File: src/rtl/pwr_pkg.sv
package pwr_pkg;
  localparam int MODE_W = 3;

  typedef enum logic [MODE_W-1:0] {
    M_FULL = 3'd0,
    M_ACT  = 3'd1,
    M_SLP  = 3'd2,
    M_DSLP = 3'd3,
    M_HIB  = 3'd4
  } pmode_e;

  typedef struct packed {
    logic pll_en;
    logic pll_byp;
    logic cclk_en;
    logic sclk_en;
    logic vdd_en;
  } pctl_t;
endpackage

File: src/rtl/pwr_req_check.sv
module pwr_req_check
  import pwr_pkg::*;
(
  input  pmode_e            mode,
  input  logic              req_fire,
  input  logic [MODE_W-1:0] req_code,
  input  logic              pll_on,
  input  logic              hib_hit,
  output logic              go,
  output pmode_e            target,
  output logic              refuse
);
  localparam logic [MODE_W-1:0] LAST_REQ = M_DSLP;

  logic [MODE_W-1:0] cur_code;
  logic              needs_pll;
  logic              core_idle;

  assign cur_code  = mode;
  assign needs_pll = (req_code == M_FULL) || (req_code == M_SLP);
  assign core_idle = (mode == M_SLP) || (mode == M_DSLP) || (mode == M_HIB);

  always_comb begin
    go     = 1'b0;
    refuse = 1'b0;
    target = mode;
    if (req_fire) begin
      if (hib_hit || core_idle) begin
        refuse = 1'b1;
      end else if (req_code == cur_code) begin
        go = 1'b0;
      end else if (req_code > LAST_REQ) begin
        refuse = 1'b1;
      end else if (mode == M_ACT && !pll_on && needs_pll) begin
        refuse = 1'b1;
      end else begin
        go     = 1'b1;
        target = pmode_e'(req_code);
      end
    end
  end
endmodule

File: src/rtl/pwr_state.sv
module pwr_state
  import pwr_pkg::*;
(
  input  logic   clk,
  input  logic   rst_n,
  input  logic   go,
  input  pmode_e target,
  input  logic   refuse,
  input  logic   hib_hit,
  input  logic   wake,
  input  logic   rtc_wake,
  input  logic   byp_in,
  output pmode_e mode_q,
  output logic   err_q
);
  pmode_e nxt;
  logic   any_wake;

  assign any_wake = wake || rtc_wake;

  always_comb begin
    nxt = mode_q;
    if (hib_hit) begin
      nxt = M_HIB;
    end else begin
      unique case (mode_q)
        M_FULL, M_ACT: if (go) nxt = target;
        M_SLP:         if (any_wake) nxt = byp_in ? M_ACT : M_FULL;
        M_DSLP:        if (any_wake) nxt = M_ACT;
        M_HIB:         if (rtc_wake) nxt = M_FULL;
        default:       nxt = M_FULL;
      endcase
    end
  end

  always_ff @(posedge clk or negedge rst_n) begin
    if (!rst_n) begin
      mode_q <= M_FULL;
      err_q  <= 1'b0;
    end else begin
      mode_q <= nxt;
      err_q  <= refuse;
    end
  end

  assert_reset_full_R1: assert property (@(posedge clk)
    !rst_n |=> mode_q == M_FULL);

  assert_sleep_wake_R6: assert property (@(posedge clk) disable iff (!rst_n)
    (mode_q == M_SLP && any_wake) |=> mode_q == ($past(byp_in) ? M_ACT : M_FULL));

  assert_dslp_wake_R7: assert property (@(posedge clk) disable iff (!rst_n)
    (mode_q == M_DSLP && any_wake) |=> mode_q == M_ACT);

  assert_hib_hold_R9: assert property (@(posedge clk) disable iff (!rst_n)
    (mode_q == M_HIB && !rtc_wake) |=> mode_q == M_HIB);

  assert_hib_exit_R9: assert property (@(posedge clk) disable iff (!rst_n)
    (mode_q == M_HIB && rtc_wake) |=> mode_q == M_FULL);
endmodule

File: src/rtl/pwr_out_dec.sv
module pwr_out_dec
  import pwr_pkg::*;
(
  input  pmode_e mode,
  input  logic   pll_on,
  input  logic   byp_sel,
  output pctl_t  ctl
);
  always_comb begin
    ctl = '0;
    unique case (mode)
      M_FULL:  ctl = '{pll_en: 1'b1,   pll_byp: 1'b0,    cclk_en: 1'b1, sclk_en: 1'b1, vdd_en: 1'b1};
      M_ACT:   ctl = '{pll_en: pll_on, pll_byp: 1'b1,    cclk_en: 1'b1, sclk_en: 1'b1, vdd_en: 1'b1};
      M_SLP:   ctl = '{pll_en: 1'b1,   pll_byp: byp_sel, cclk_en: 1'b0, sclk_en: 1'b1, vdd_en: 1'b1};
      M_DSLP:  ctl = '{pll_en: 1'b0,   pll_byp: 1'b1,    cclk_en: 1'b0, sclk_en: 1'b0, vdd_en: 1'b1};
      M_HIB:   ctl = '0;
      default: ctl = '0;
    endcase
  end
endmodule

File: src/rtl/pwr_mode_seq.sv
module pwr_mode_seq
  import pwr_pkg::*;
#(
  parameter int                FREQ_W   = 2,
  parameter logic [FREQ_W-1:0] HIB_CODE = '0
) (
  input  logic              clk,
  input  logic              rst_n,
  input  logic              req_valid,
  output logic              req_ready,
  input  logic [MODE_W-1:0] req_mode,
  input  logic              pll_en_in,
  input  logic              byp_in,
  input  logic              freq_wr,
  input  logic [FREQ_W-1:0] freq_ctl,
  input  logic              wake,
  input  logic              rtc_wake,
  output logic              pll_en_o,
  output logic              pll_byp_o,
  output logic              cclk_en_o,
  output logic              sclk_en_o,
  output logic              vdd_en_o,
  output logic [MODE_W-1:0] mode_o,
  output logic              err_o
);
  pmode_e mode_q;
  pmode_e target;
  pctl_t  ctl;
  logic   req_fire;
  logic   core_runs;
  logic   hib_hit;
  logic   go;
  logic   refuse;

  assign req_ready = (mode_q != M_HIB);
  assign req_fire  = req_valid && req_ready;
  assign core_runs = (mode_q == M_FULL) || (mode_q == M_ACT);
  assign hib_hit   = core_runs && freq_wr && (freq_ctl == HIB_CODE);

  pwr_req_check u_chk (
    .mode     (mode_q),
    .req_fire (req_fire),
    .req_code (req_mode),
    .pll_on   (pll_en_in),
    .hib_hit  (hib_hit),
    .go       (go),
    .target   (target),
    .refuse   (refuse)
  );

  pwr_state u_st (
    .clk      (clk),
    .rst_n    (rst_n),
    .go       (go),
    .target   (target),
    .refuse   (refuse),
    .hib_hit  (hib_hit),
    .wake     (wake),
    .rtc_wake (rtc_wake),
    .byp_in   (byp_in),
    .mode_q   (mode_q),
    .err_q    (err_o)
  );

  pwr_out_dec u_dec (
    .mode    (mode_q),
    .pll_on  (pll_en_in),
    .byp_sel (byp_in),
    .ctl     (ctl)
  );

  assign pll_en_o  = ctl.pll_en;
  assign pll_byp_o = ctl.pll_byp;
  assign cclk_en_o = ctl.cclk_en;
  assign sclk_en_o = ctl.sclk_en;
  assign vdd_en_o  = ctl.vdd_en;
  assign mode_o    = mode_q;

  assert_clk_order_R2: assert property (@(posedge clk) disable iff (!rst_n)
    cclk_en_o |-> (sclk_en_o && vdd_en_o));

  assert_legal_move_R3: assert property (@(posedge clk) disable iff (!rst_n)
    (mode_q == M_FULL && req_valid && req_mode == M_SLP && !freq_wr) |=> mode_o == M_SLP);

  assert_pll_block_R4: assert property (@(posedge clk) disable iff (!rst_n)
    (mode_q == M_ACT && req_valid && !pll_en_in && !freq_wr &&
     (req_mode == M_FULL || req_mode == M_SLP)) |=> (mode_o == M_ACT && err_o));

  assert_hib_wins_R10: assert property (@(posedge clk) disable iff (!rst_n)
    (core_runs && freq_wr && freq_ctl == HIB_CODE && req_valid) |=> (mode_o == M_HIB && err_o));

  assert_err_cause_R11: assert property (@(posedge clk) disable iff (!rst_n)
    err_o |-> $past(req_valid && req_ready));
endmodule

File: config.mk
export PLATFORM = sky130hd
export DESIGN_NAME = pwr_mode_seq
export DESIGN_NICKNAME = d
export VERILOG_FILES = /design/src/rtl/pwr_pkg.sv /design/src/rtl/pwr_req_check.sv /design/src/rtl/pwr_state.sv /design/src/rtl/pwr_out_dec.sv /design/src/rtl/pwr_mode_seq.sv
export SDC_FILE = /design/constraint.sdc
export NUM_CORES = 1
export LEC_CHECK = 0
export BUFFER_PORTS_ARGS = -buffer_cell sky130_fd_sc_hd__buf_2
export CAP_MARGIN = 15
export CORE_AREA = 2 2 39 41
export CTS_CLUSTER_SIZE = 20
export DETAILED_ROUTE_END_ITERATION = 7
export DIE_AREA = 0 0 41 43
export GPL_TIMING_DRIVEN = 0
export MAX_ROUTING_LAYER = met4
export SYNTH_ARGS = -nofsm -noshare
export SYNTH_HDL_FRONTEND = slang
export SYNTH_SLANG_ARGS = --single-unit
File: constraint.sdc
create_clock -name clk -period 1.9 [get_ports clk]
set_clock_uncertainty 0.15 [all_clocks]
set_input_delay 0.19 -clock clk [delete_from_list [all_inputs] [get_ports clk]]
set_output_delay 0.19 -clock clk [all_outputs]
set_load 0.02 [all_outputs]
Word level (Yosys, flattened, before mapping)
Cells that the tools add are included.

word-level totals
  register bits = 4
  bits of input ports = 13
  output and inout bits = 10
  word-level logic and storage cells = 59

cells by class
  order comparisons = 1
  equality and inequality tests = 16
  multiplexer cells = 23
  reduce and logical (&&, ||, !) cells = 17

operators by type and width
  operator            number
  $mux 3              10
  $ne 3x3->1 const B  7
  $pmux 5 s4          1
  $pmux 3 s4          1
  $mux 1              11
  $eq 3x2->1 const B  3
  $reduce_and 9->1    1
  $logic_not 3->1     2
  $logic_or 1x1->1    6
  $ne 3x1->1 const B  2
  $logic_and 1x1->1   5
  $eq 3x1->1 const B  1
  $eq 3x3->1          1
  $eq 3x3->1 const B  1
  $gt 3x2->1 const B  1
  $ne 3x2->1 const B  1
  $logic_not 2->1     1
  $reduce_or 2->1     1
  $logic_not 1->1     1

Logic depth before layout (Yosys ltp)
  word-level depth = 11
  gate-level depth with buffers = 5
  gate-level depth less buffers = 4

Cells and area by module
A second synthesis with hierarchy kept.

unflattened totals
  cell total of the unflattened synthesis = 53
  area, all modules = 419.2 µm²

modules (own cells, without submodules)
  module         times used  cells each  area an instance (µm²)  sequential area each (µm²)
  pwr_state      1           17          181.4                   100.1
  pwr_req_check  1           24          167.7                   0.0
  pwr_out_dec    1           7           36.3                    0.0
  pwr_mode_seq   1           5           33.8                    0.0

Worst setup path after synthesis
OpenSTA, ideal clock, no wires.

  path type = register to register
  start = register u_st.mode_q[2]
  end = register u_st.mode_q[0]
  setup time = 0.131 ns
  arrival = 1.477 ns
  required time = 1.619 ns
  slack = 0.142 ns
  stages on the path, launching flop included = 6
  path buffers = 1
  period minus slack after synthesis = 1.758 ns
  cells stage by stage = dfrtp_1 -> buf_6 -> nor2_2 -> and4b_1 -> a2111oi_4 -> mux2i_1

on the way
  word-level cells in the longest chain between the ends = 10
  elaborated cells between the ends (all ways) = 34
  classes of those cells = 15 x eq/ne; 7 x mux; 12 x reduce/logical

ends and longest elaborated chain
  item                               RTL line                                                  RTL
  start: declaration                 pwr_state.sv:13                                           output pmode_e mode_q,
  start signal: assignment           pwr_state.sv:41                                           mode_q <= nxt;
  $eq 3x1->1                         pwr_req_check.sv:34, pwr_state.sv:26, pwr_mode_seq.sv:37
  $logic_and 1x1->1 (2 in a row)     pwr_req_check.sv:34                                       end else if (mode == M_ACT && !pll_on && needs_pll) begin
  $mux 1                             pwr_req_check.sv:34
  $mux 1                             pwr_req_check.sv:32                                       end else if (req_code > LAST_REQ) begin
  $mux 1                             pwr_req_check.sv:30                                       end else if (req_code == cur_code) begin
  $mux 1                             pwr_req_check.sv:28                                       if (hib_hit || core_idle) begin
  $mux 1                             pwr_req_check.sv:27                                       if (req_fire) begin
  $ne 3x3->1 (no source line)        -
  $reduce_and 9->1 (no source line)  -

Parallel ways exist; a longest one is shown, timed or not.
A chain may end at the register's enable or synchronous reset.

Final worst setup path
  start = register u_st.mode_q[0]
  end = output port req_ready

on the way
  word-level cells in the longest chain between the ends = 1

ends and longest elaborated chain
  item              RTL line            RTL
  $ne 3x3->1        pwr_mode_seq.sv:35  assign req_ready = (mode_q != M_HIB);
  end: declaration  pwr_mode_seq.sv:10  output logic req_ready,

Every way passes these cells.

==> impl_metrics.sql <==
INSERT INTO impl_metrics (metric_group, metric, value, unit) VALUES
('logic_synthesis', 'netlist-cell-type-count', '22', ''),
('drt', 'route.vias.total', '403', ''),
('sta', 'min_period_over_period', '87.73', '%'),
('place', 'place_congestion', '0.6670', ''),
('sta', 'final.hold.worst_slack', '41.77', 'ps'),
('floorplan', 'io_pins', '23', ''),
('sta', 'unrepaired_setup_endpoints_after_global_routing', 'no', ''),
('critical_path', 'endpoint_kind', 'output pin', ''),
('logic_synthesis', 'postSynthAreaPerCell', '9.369', 'um^2'),
('finish', 'post_route_cells_drive_above_1_share', '50.75', '%'),
('critical_path', 'arrival', '1330', 'ps'),
('logic_synthesis', 'synth_cells', '41', ''),
('logic_synthesis', 'synth-edff-count', '0', ''),
('floorplan', 'die_extent_in_x', '41', 'um'),
('clock_network', 'tritoncts_num_sinks', '4', ''),
('sta', 'timing_hold_violations_final', '0', ''),
('logic_synthesis', 'yosys_warnings', '0', ''),
('clock_network', 'cts.htree.levels', '1', ''),
('logic_synthesis', 'netlist_area', '384.1', 'um^2'),
('logic_synthesis', 'sequential_element_share_of_the_synthesized_area', '26.06', '%'),
('logic_synthesis', 'ys_async_sr_fraction', '100.0', '%'),
('global_routing', 'grt_start_max_net_pins', '11', ''),
('sta', 'setup_total_negative_slack', '0', 'ps'),
('logic_synthesis', 'synth.area.top_cells', 'sky130_fd_sc_hd__dfrtp_1 (26%), sky130_fd_sc_hd__buf_6 (8.8%), sky130_fd_sc_hd__a2111oi_4 (7.2%)', ''),
('pwr', 'ir_worst_vdd', '0.6220', 'mV'),
('logic_synthesis', 'flip_flop_and_latch_count_after_synthesis', '4', ''),
('finish', 'finish.net_count', '82', ''),
('clock_network', 'clock_insertion_delay_worst_skew', '230', 'ps'),
('sta', 'report.final.setup_viol', '0', ''),
('sta', 'achievable-frequency', '599.9', 'MHz'),
('sta', 'slew-limit-headroom', '80.04', '%'),
('outcome', 'run_status', 'completed', ''),
('critical_path', 'required', '1560', 'ps'),
('global_routing', 'overflow', '0', ''),
('global_routing', 'first_global_vias', '346', ''),
('pwr', 'cellLeakagePower', '0.2638', 'nW'),
('clock_network', 'tritoncts_clock_tree', 'done', ''),
('finish', 'nFillCells', '141', ''),
('floorplan', 'floorplan.die_area', '1763', 'um^2'),
('floorplan', 'core_area', '1384', 'um^2'),
('global_routing', 'global_route_wire_length_before_repair', '1359', 'um'),
('clock_network', 'clock-root-buffer', 'sky130_fd_sc_hd__clkbuf_4', ''),
('logic_synthesis', 'synthFlopType', 'sky130_fd_sc_hd__dfrtp_1', ''),
('drt', 'drtAntennaViolNets', '0', ''),
('logic_synthesis', 'post_synth_top_area_cell', 'sky130_fd_sc_hd__dfrtp_1', ''),
('global_routing', 'antenna_found_initial', '0', ''),
('finish', 'ant_diodes', '0', ''),
('clock_network', 'cts.path.max_buffers', '2', ''),
('floorplan', 'row_count', '14', ''),
('pwr', 'power.density_cell_area', '1355', 'nW/um^2'),
('critical_path', 'timing.critical_path.from_type', 'flop', ''),
('worst_hold_path', 'hp-class', 'in -> reg', ''),
('sta', 'finalMaxSlewViolations', '0', ''),
('run', 'maxCapViolations', '0', ''),
('drt', 'detail_route.first_pass.iterations', '4', ''),
('place', 'port_buffers', '22', ''),
('clock_network', 'tritoncts_buffer_count', '3', ''),
('critical_path', 'path_max_fanout', '9', ''),
('finish', 'area.growth.synth_to_final', '42.35', '%'),
('floorplan', 'die_height', '43', 'um'),
('global_routing', 'groute.usage.overall', '12.44', '%'),
('sta', 'fin_crit', '1667', 'ps'),
('critical_path', 'timing.setup.critical_path_class', 'reg -> out', ''),
('sta', 'worstMarginPinSlew', '297.8', 'ps'),
('logic_synthesis', 'netlist.area_leader.share', '26.06', '%'),
('drt', 'drt_iter0_drc', '5', ''),
('drt', 'drt_wl_total', '897', 'um'),
('clock_network', 'ctsResizeCount', '0', ''),
('drt', 'post_route_drc', '0', ''),
('clock_network', 'worst_setup_hold_path_clk_slew', '40', 'ps'),
('drt', 'detail_route.vias_per_cell', '4.855', ''),
('drt', 'wl_per_cell', '10.81', 'um'),
('floorplan', 'start_util', '27.76', '%'),
('logic_synthesis', 'syn-num-nets', '54', '');
[cell families (layout without fill, tap and decap cells)]
| logic type | Yosys count | in the layout | share of synthesized area, % |
|---|---|---|---|
| simple gates | 14 | 14 | 22.80 |
| compound gates | 13 | 13 | 29.97 |
| mux | 1 | 1 | 2.606 |
| flops | 4 | 4 | 26.06 |
| buf+inv | 6 | 32 | 11.73 |
| xor+xnor | 3 | 3 | 6.842 |
[worst max-delay path, stage by stage, from the launching register on]
cell,delay [ps]
sky130_fd_sc_hd__dfrtp_1,370
sky130_fd_sc_hd__buf_6,140
sky130_fd_sc_hd__or3b_4,410
sky130_fd_sc_hd__buf_2,170
[report_power, final]
part	internal (W)	switching [W]	leakage [nW]
clock	0.0000703	0.0000301	0.0138
combinational	0.000213	0.000297	0.199
sequential	0.000115	0.0000149	0.0513
total	0.000399	0.000342	0.264
[cells in the mapped netlist, types with 2 or more instances]
library cell and n:
sky130_fd_sc_hd__dfrtp_1 4, sky130_fd_sc_hd__o21ai_0 4, sky130_fd_sc_hd__a21oi_1 3, sky130_fd_sc_hd__buf_6 3, sky130_fd_sc_hd__inv_1 3, sky130_fd_sc_hd__nor2_1 3
sky130_fd_sc_hd__xor2_1 3, sky130_fd_sc_hd__nand2_1 2, sky130_fd_sc_hd__nand3_1 2, sky130_fd_sc_hd__nor2_2 2
[sequential cells by signal, summed over array words and instances (netlist names)]
| register | count |
|---|---|
| u_st.err_q | 1 |
| u_st.mode_q | 3 |
[layout by cell type, fill, tap and decap left out, types with 2 or more instances in the layout]
cell type                  netlist  layout
sky130_fd_sc_hd__buf_6           3       3
sky130_fd_sc_hd__o21ai_0         4       4
sky130_fd_sc_hd__a21oi_1         3       3
sky130_fd_sc_hd__nor2_2          2       2
sky130_fd_sc_hd__nor2_1          3       3
sky130_fd_sc_hd__nand3_1         2       2
sky130_fd_sc_hd__clkbuf_4        0       3
sky130_fd_sc_hd__inv_1           3       3
sky130_fd_sc_hd__nand2_1         2       2
sky130_fd_sc_hd__xor2_1          3       3
sky130_fd_sc_hd__dfrtp_1         4       4
sky130_fd_sc_hd__buf_2           0      22
[path summary, 6_finish.rpt]
path | startpoint | to | slack, ps | depth (start not counted)
min reg2reg | u_st.mode_q[0] | u_st.mode_q[0] | 520 | 3
max in group asynchronous | rst_n | u_st.mode_q[1] | 1330 | 2
min in group asynchronous | rst_n | u_st.mode_q[0] | 150 | 2
max | u_st.mode_q[0] | req_ready | 230 | 3
min | rtc_wake | u_st.mode_q[2] | 40 | 2
max reg2reg | u_st.mode_q[1] | u_st.mode_q[0] | 240 | 4
[layout make-up]
cell class	count	area (um^2)	area share, %
Clock buffer	3	22.52	4.119
Multi-Input combinational cell	31	239.0	43.71
Buffer	3	33.78	6.178
Sequential cell	4	100.1	18.31
Tap cell	16	20.02	3.661
Inverter	3	11.26	2.059
Timing Repair Buffer	23	120.1	21.97
[stage by stage]
step                      cells  cell area, um^2  utilization, %  power [W]  worst slack [ps]
final                        83            546.8           39.51  0.0007409             233.2
after global routing         83            546.8           39.51  0.0008065             166.8
after CTS                    83            546.8           39.51  0.0007514             221.6
after detailed placement     79            514.2           37.16  0.0006438             234.2
after global placement       79            514.2           37.16  0.0006423             233.9
after floorplan              41            384.1               -  0.0005149             141.6
[layer usage]
layer	track usage, %	part of all wire (%)
met3	7.853	8.2
met4	6.000	0
met1	13.46	45
met5	-	0
met2	17.19	46
[what timing repair did]
action                    CTS  global route
buffers inserted            0             0
hold buffers                1             0
hold endpoints to repair    4             0
No activity file was read; power rests on OpenSTA's default activity.
